$ cat src/rtl/prm_pkg.sv
package prm_pkg;

    typedef enum logic [2:0] {
        ST_IDLE,
        ST_DIV_NP,
        ST_DIV_ID,
        ST_DIV_PR,
        ST_FINISH,
        ST_FAULT
    } prm_state_e;

endpackage

$ cat src/rtl/prm_divider.sv
// Restoring unsigned divider: one quotient bit per cycle, W cycles per division.
module prm_divider #(
    parameter int W = 8
) (
    input  logic         clk,
    input  logic         rst_n,
    input  logic         go,
    input  logic [W-1:0] dividend,
    input  logic [W-1:0] divisor,
    output logic         fin,
    output logic [W-1:0] quo,
    output logic [W-1:0] rem
);
    localparam int CW = $clog2(W + 1);

    logic [W-1:0]  dvs_q;
    logic [CW-1:0] cnt_q;
    logic          run_q;
    logic [W:0]    trial;
    logic [W:0]    diff;
    logic          qbit;
    logic [W-1:0]  rem_next;

    always_comb begin
        trial    = {rem, quo[W-1]};
        diff     = trial - {1'b0, dvs_q};
        qbit     = ~diff[W];
        rem_next = qbit ? diff[W-1:0] : trial[W-1:0];
    end

    always_ff @(posedge clk or negedge rst_n) begin
        if (!rst_n) begin
            rem   <= '0;
            quo   <= '0;
            dvs_q <= '0;
            cnt_q <= '0;
            run_q <= 1'b0;
            fin   <= 1'b0;
        end else begin
            fin <= 1'b0;
            if (go) begin
                rem   <= '0;
                quo   <= dividend;
                dvs_q <= divisor;
                cnt_q <= CW'(W);
                run_q <= 1'b1;
            end else if (run_q) begin
                rem   <= rem_next;
                quo   <= {quo[W-2:0], qbit};
                cnt_q <= cnt_q - CW'(1);
                if (cnt_q == CW'(1)) begin
                    run_q <= 1'b0;
                    fin   <= 1'b1;
                end
            end
        end
    end
endmodule

$ cat src/rtl/prm_range_calc.sv
// Turns the position within a round and the slice width into a PE range.
module prm_range_calc #(
    parameter int W = 8
) (
    input  logic [W-1:0] slot,
    input  logic [W-1:0] width,
    input  logic         split,
    output logic [W-1:0] lo,
    output logic [W-1:0] hi,
    output logic         multi
);
    logic [2*W-1:0] prod;
    logic [W-1:0]   base;

    always_comb begin
        prod  = {{W{1'b0}}, slot} * {{W{1'b0}}, width};
        base  = prod[W-1:0];
        lo    = split ? base : slot;
        hi    = split ? (base + width - {{(W-1){1'b0}}, 1'b1}) : slot;
        multi = hi > lo;
    end
endmodule

$ cat src/rtl/pe_range_mapper.sv
module pe_range_mapper #(
    parameter int W = 8
) (
    input  logic         clk,
    input  logic         rst_n,
    input  logic         start,
    input  logic [W-1:0] pe_count,
    input  logic [W-1:0] neuron_count,
    input  logic [W-1:0] neuron_id,
    output logic         busy,
    output logic         done,
    output logic         err,
    output logic [W-1:0] pe_lo,
    output logic [W-1:0] pe_hi,
    output logic         intra,
    output logic [W-1:0] round_idx
);
    import prm_pkg::*;

    prm_state_e   state_q, state_d;
    logic [W-1:0] p_q, n_q, nid_q;
    logic [W-1:0] full_q, resid_q, rnd_q, slot_q, width_q;
    logic         split_q;
    logic         bad_req;
    logic         needs_split;

    logic         div_go, div_fin;
    logic [W-1:0] div_a, div_b, div_quo, div_rem;
    logic [W-1:0] calc_lo, calc_hi;
    logic         calc_multi;

    prm_divider #(.W(W)) i_div (
        .clk      (clk),
        .rst_n    (rst_n),
        .go       (div_go),
        .dividend (div_a),
        .divisor  (div_b),
        .fin      (div_fin),
        .quo      (div_quo),
        .rem      (div_rem)
    );

    prm_range_calc #(.W(W)) i_calc (
        .slot  (slot_q),
        .width (width_q),
        .split (split_q),
        .lo    (calc_lo),
        .hi    (calc_hi),
        .multi (calc_multi)
    );

    assign bad_req     = (pe_count == '0) || (neuron_count == '0) || (neuron_id >= neuron_count);
    // Residual neuron: the layer has leftovers and this neuron's round is past the full ones.
    assign needs_split = (resid_q != '0) && (div_quo >= full_q);
    assign busy        = (state_q != ST_IDLE);

    // Divider launch and operand selection.
    always_comb begin
        div_go = 1'b0;
        div_a  = neuron_count;
        div_b  = pe_count;
        unique case (state_q)
            ST_IDLE: begin
                div_go = start && !bad_req;
            end
            ST_DIV_NP: begin
                div_go = div_fin;
                div_a  = nid_q;
                div_b  = p_q;
            end
            ST_DIV_ID: begin
                div_go = div_fin && needs_split;
                div_a  = p_q;
                div_b  = resid_q;
            end
            default: begin
                div_go = 1'b0;
            end
        endcase
    end

    // Next-state logic.
    always_comb begin
        state_d = state_q;
        unique case (state_q)
            ST_IDLE:   if (start) state_d = bad_req ? ST_FAULT : ST_DIV_NP;
            ST_DIV_NP: if (div_fin) state_d = ST_DIV_ID;
            ST_DIV_ID: if (div_fin) state_d = needs_split ? ST_DIV_PR : ST_FINISH;
            ST_DIV_PR: if (div_fin) state_d = ST_FINISH;
            ST_FINISH: state_d = ST_IDLE;
            ST_FAULT:  state_d = ST_IDLE;
            default:   state_d = ST_IDLE;
        endcase
    end

    always_ff @(posedge clk or negedge rst_n) begin
        if (!rst_n) state_q <= ST_IDLE;
        else        state_q <= state_d;
    end

    // Working registers.
    always_ff @(posedge clk or negedge rst_n) begin
        if (!rst_n) begin
            p_q     <= '0;
            n_q     <= '0;
            nid_q   <= '0;
            full_q  <= '0;
            resid_q <= '0;
            rnd_q   <= '0;
            slot_q  <= '0;
            width_q <= '0;
            split_q <= 1'b0;
        end else begin
            unique case (state_q)
                ST_IDLE: if (start) begin
                    p_q     <= pe_count;
                    n_q     <= neuron_count;
                    nid_q   <= neuron_id;
                    split_q <= 1'b0;
                end
                ST_DIV_NP: if (div_fin) begin
                    full_q  <= div_quo;
                    resid_q <= div_rem;
                end
                ST_DIV_ID: if (div_fin) begin
                    rnd_q   <= div_quo;
                    slot_q  <= div_rem;
                    split_q <= needs_split;
                end
                ST_DIV_PR: if (div_fin) width_q <= div_quo;
                default: ;
            endcase
        end
    end

    // Output registers.
    always_ff @(posedge clk or negedge rst_n) begin
        if (!rst_n) begin
            done      <= 1'b0;
            err       <= 1'b0;
            pe_lo     <= '0;
            pe_hi     <= '0;
            intra     <= 1'b0;
            round_idx <= '0;
        end else begin
            done <= 1'b0;
            unique case (state_q)
                ST_IDLE: if (start) err <= 1'b0;
                ST_FINISH: begin
                    done      <= 1'b1;
                    pe_lo     <= calc_lo;
                    pe_hi     <= calc_hi;
                    intra     <= calc_multi;
                    round_idx <= rnd_q;
                end
                ST_FAULT: begin
                    done      <= 1'b1;
                    err       <= 1'b1;
                    pe_lo     <= '0;
                    pe_hi     <= '0;
                    intra     <= 1'b0;
                    round_idx <= '0;
                end
                default: ;
            endcase
        end
    end
endmodule

$ cat config.mk
export PLATFORM = sky130hd
export DESIGN_NAME = pe_range_mapper
export DESIGN_NICKNAME = d
export VERILOG_FILES = /design/src/rtl/prm_pkg.sv /design/src/rtl/prm_divider.sv /design/src/rtl/prm_range_calc.sv /design/src/rtl/pe_range_mapper.sv
export SDC_FILE = /design/constraint.sdc
export NUM_CORES = 1
export LEC_CHECK = 0
export BUFFER_PORTS_ARGS = -buffer_cell sky130_fd_sc_hd__buf_4
export CELL_PAD_IN_SITES_DETAIL_PLACEMENT = 1
export CELL_PAD_IN_SITES_GLOBAL_PLACEMENT = 2
export CORE_MARGIN = 2
export CORE_UTILIZATION = 35
export DETAILED_ROUTE_END_ITERATION = 10
export PLACE_DENSITY = 0.87
export SLEW_MARGIN = 20
export SYNTH_ARGS = -nofsm -noshare
export SYNTH_HDL_FRONTEND = slang
export SYNTH_HIERARCHICAL = 1
export SYNTH_SLANG_ARGS = --single-unit
export TNS_END_PERCENT = 100
$ cat constraint.sdc
create_clock -name clk -period 8.25 [get_ports clk]
set_input_delay 0.4125 -clock clk [delete_from_list [all_inputs] [get_ports clk]]
set_output_delay 0.4125 -clock clk [all_outputs]
set_load 0.02 [all_outputs]
==> impl_metrics.py <==
metrics = {
    "clock_tree": {
        "post_cts_buffers": 0,
        "cts_max_level": 4,
        "cts_tree": "done",
        "cts_inserted_buffers": 17,
        "cts_root_buf": "clkbuf_16",
        "cts_resized": 0,
        "cts_sinks": 117,
        "hold_buffers": 0,
        "clk_pin_slew_ns": 0.05,
        "cts_max_path_buffers": 2,
        "clock_latency_ns": 0.42,
    },
    "detailed_routing": {
        "postRouteAntennaNets": 0,
        "avgViaCountPerCell": 5.01,
        "firstDrtPassIters": 4,
        "post_drt_wl_per_cell_um": 16.8,
        "dr_total_vias": 5756,
        "drt_iter0_drc": 240,
        "routed_wl_um": 19300,
        "drc": 0,
    },
    "finish": {
        "final_net_count": 966,
        "areaGrowthSynthToFinish_pct": 16.3,
        "layout-drive-gt1-share": 0.150,
        "fillers": 2429,
        "register_area_mm2": 0.00293,
        "multi_input_area_mm2": 0.00404,
        "antenna_cells": 0,
    },
    "worst_setup_path": {
        "cpMostUsedCell": "ha_1",
        "cp_top_family": "adder cells",
        "cp_slowest_cell": "fa_1",
        "regToRegStartpoint": "width_q[2]$_DFFE_PN0P_",
        "crit_buf_inv": 4,
        "critPathLaunchType": "flop",
        "critPathKind": "reg2reg",
        "crit_path_max_fanout": 8,
        "required_ns": 8.58,
        "cp-startpoint": "width_q[2]$_DFFE_PN0P_",
        "r2r-end": "intra$_DFFE_PN0P_",
        "crit_chain": "and2_1 -> ha_1 -> fa_1 -> ha_1 -> inv_1 -> fa_1 -> inv_1 -> fa_1 -> inv_1 -> ha_1 -> inv_1 -> ha_1 -> o21ai_0 -> o21bai_1 -> a21oi_1 -> xnor2_2 -> xnor2_1 -> a21oi_1 -> ha_1 -> nand4_1 -> o21bai_1 -> a22oi_1 -> nand2_1 -> o21ai_0",
        "max_stage_delay_ns": 0.56,
        "end_kind": "flop",
        "arrival_ns": 6.00,
        "r2r_setup_slack_ns": 2.58,
        "rr_worst_depth": 24,
    },
    "global_route": {
        "grt_antenna_before_repair": 0,
        "grt-ovfl-total": 0,
        "grt_pass1_vias": 6179,
        "grt.total_usage": 0.186,
        "grt_pass1_wl_um": 32300,
        "grt_max_degree": 62,
    },
    "timing": {
        "min_period_ns": 5.67,
        "drv_slew": 0,
        "fmax_mhz": 176,
        "slew_headroom": 0.352,
        "hold_slack_ns": 0.0616,
        "min_period_over_period": 0.687,
        "fin_tns_setup_ns": 0,
        "rsz0062_at_grt": "false",
        "finalSetupViolCount": 0,
        "worst_pin_slew_ns": 0.969,
        "finClkSkew_ns": 0.00493,
        "hold_viol": 0,
        "finalWorstSetupSlack_ns": 2.58,
    },
    "floorplan": {
        "io_pins": 55,
        "dieArea_mm2": 0.0223,
        "core_mm2": 0.0209,
        "rows": 53,
        "fp.dieH_um": 149,
        "dieWidth_um": 149,
        "start_util": 0.355,
    },
    "logic_synthesis": {
        "ys.warnings.count": 6,
        "yosysUniqueCellTypes": 59,
        "ys_async_sr_fraction": 1.00,
        "ys_seq_area_frac": 0.395,
        "syn_avg_cell_area_um2": 9.06,
        "ys.flop_type": "dfrtp_1",
        "synth_edf_count": 0,
        "synth_nets": 921,
        "syn_area_mm2": 0.00741,
        "syn_inst": 818,
        "synth.ff_latch_count": 117,
    },
    "placement": {
        "dp_hpwl_um": 14200,
        "preCtsSetupSlack_ns": 2.57,
        "globalplace.congestion": 0.846,
        "port_buffers": 54,
    },
    "pwr": {
        "power.leakage_nw": 4.22,
        "powerDensity_mw_per_mm2": 361,
        "ir_worst_vdd_mv": 0.154,
    },
    "outcome": {
        "status": "completed",
    },
    "run": {
        "cap_violations": 0,
    },
    "worst_hold_path": {
        "min_path_type": "in2async",
    },
}
## Yosys cell counts (all sizes together) (2+ instances only)
cell / number / area share
o21bai: 6 / 0.0061
buf: 18 / 0.014
and3: 4 / 0.0034
a22oi: 18 / 0.018
xnor2: 23 / 0.029
xor2: 4 / 0.0047
o211ai: 3 / 0.0030
a2111oi: 2 / 0.0049
nor2: 25 / 0.014
ha: 62 / 0.10
nand4: 2 / 0.0017
dfrtp: 117 / 0.40
xnor3: 2 / 0.0062
o21a: 3 / 0.0030
a211oi: 5 / 0.0071
inv: 76 / 0.039
o22ai: 2 / 0.0017
nor2b: 4 / 0.0034
mux2: 27 / 0.041
nand2: 222 / 0.11
a21oi: 25 / 0.017
and2: 21 / 0.018
clkbuf: 14 / 0.0073
o21ai: 55 / 0.037
nand2b: 9 / 0.0086
nand3: 8 / 0.0054
fa: 14 / 0.038
nor3: 4 / 0.0057
a311oi: 5 / 0.0068
nor3b: 2 / 0.0020
a21o: 9 / 0.0091
mux2i: 11 / 0.015
nor4: 6 / 0.0051
## power breakdown
group	leakage (nW)	switching, mW	total [mW]	internal (mW)
Clock	0.288	0.265	0.750	0.486
Combinational	2.45	0.797	1.38	0.578
Sequential	1.49	0.218	0.986	0.768
## area by class of cell
type | instances | share of cell area
inverter | 76 | 0.0331
multi-input combinational | 593 | 0.468
clock inverter | 10 | 0.0151
clock buffer | 21 | 0.0534
tap | 275 | 0.0399
timing repair buffer | 58 | 0.0505
sequential | 117 | 0.340
## how the worst max path moves through the flow
stage / end / slack (ns) / cells after the start
floorplan: intra$_DFFE_PN0P_ / 3.07 / 24
global placement: intra$_DFFE_PN0P_ / 2.76 / 22
detailed placement: intra$_DFFE_PN0P_ / 2.57 / 24
CTS: intra$_DFFE_PN0P_ / 2.56 / 24
global route: intra$_DFFE_PN0P_ / 2.12 / 24
finish: intra$_DFFE_PN0P_ / 2.58 / 24
## cells in the final DEF, fill, tap and decap left out, types with 6 or more instances in the layout
cell       count
mux2_2        27
a21oi_1       25
o21ai_0       55
inv_1         75
a22oi_1       18
xnor2_1       21
fa_1          14
and2_1        21
clkbuf_16     17
nand2_1      219
dfrtp_1      117
o21bai_1       6
buf_4         58
a21o_1         9
ha_1          62
nand2b_1       8
nor4_1         6
nor2_1        23
mux2i_1       11
nand3_1        8
## per-stage QoR
| stage | power (mW) | area [um2] | std cells | utilization |
|---|---|---|---|---|
| after global placement | 2.32 | 8030 | 1119 | 0.384 |
| after CTS | 3.14 | 8620 | 1150 | 0.413 |
| after detailed placement | 2.37 | 8030 | 1119 | 0.384 |
| after floorplan | 1.98 | 7410 | 818 | - |
| after global routing | 3.37 | 8620 | 1150 | 0.413 |
| final | 3.11 | 8620 | 1150 | 0.413 |
## layer usage
layer,wire (um),GRT usage,vias to the layer above
li1,-,-,2806
met1,8890,0.239,2840
met2,9620,0.319,87
met3,530,0.0348,23
met4,300,0.0548,0
met5,0,0,-
## kinds of logic (layout without fill, tap and decap cells)
group / count (synthesis) / count (layout) / synth area share
buf+inv: 108 / 165 / 0.0601
fa+ha+maj: 76 / 76 / 0.143
flops: 117 / 117 / 0.395
compound gates: 141 / 141 / 0.123
simple gates: 309 / 309 / 0.183
xor+xnor: 29 / 29 / 0.0402
mux: 38 / 38 / 0.0559
Note: power is estimated with default switching activity, not from simulation.
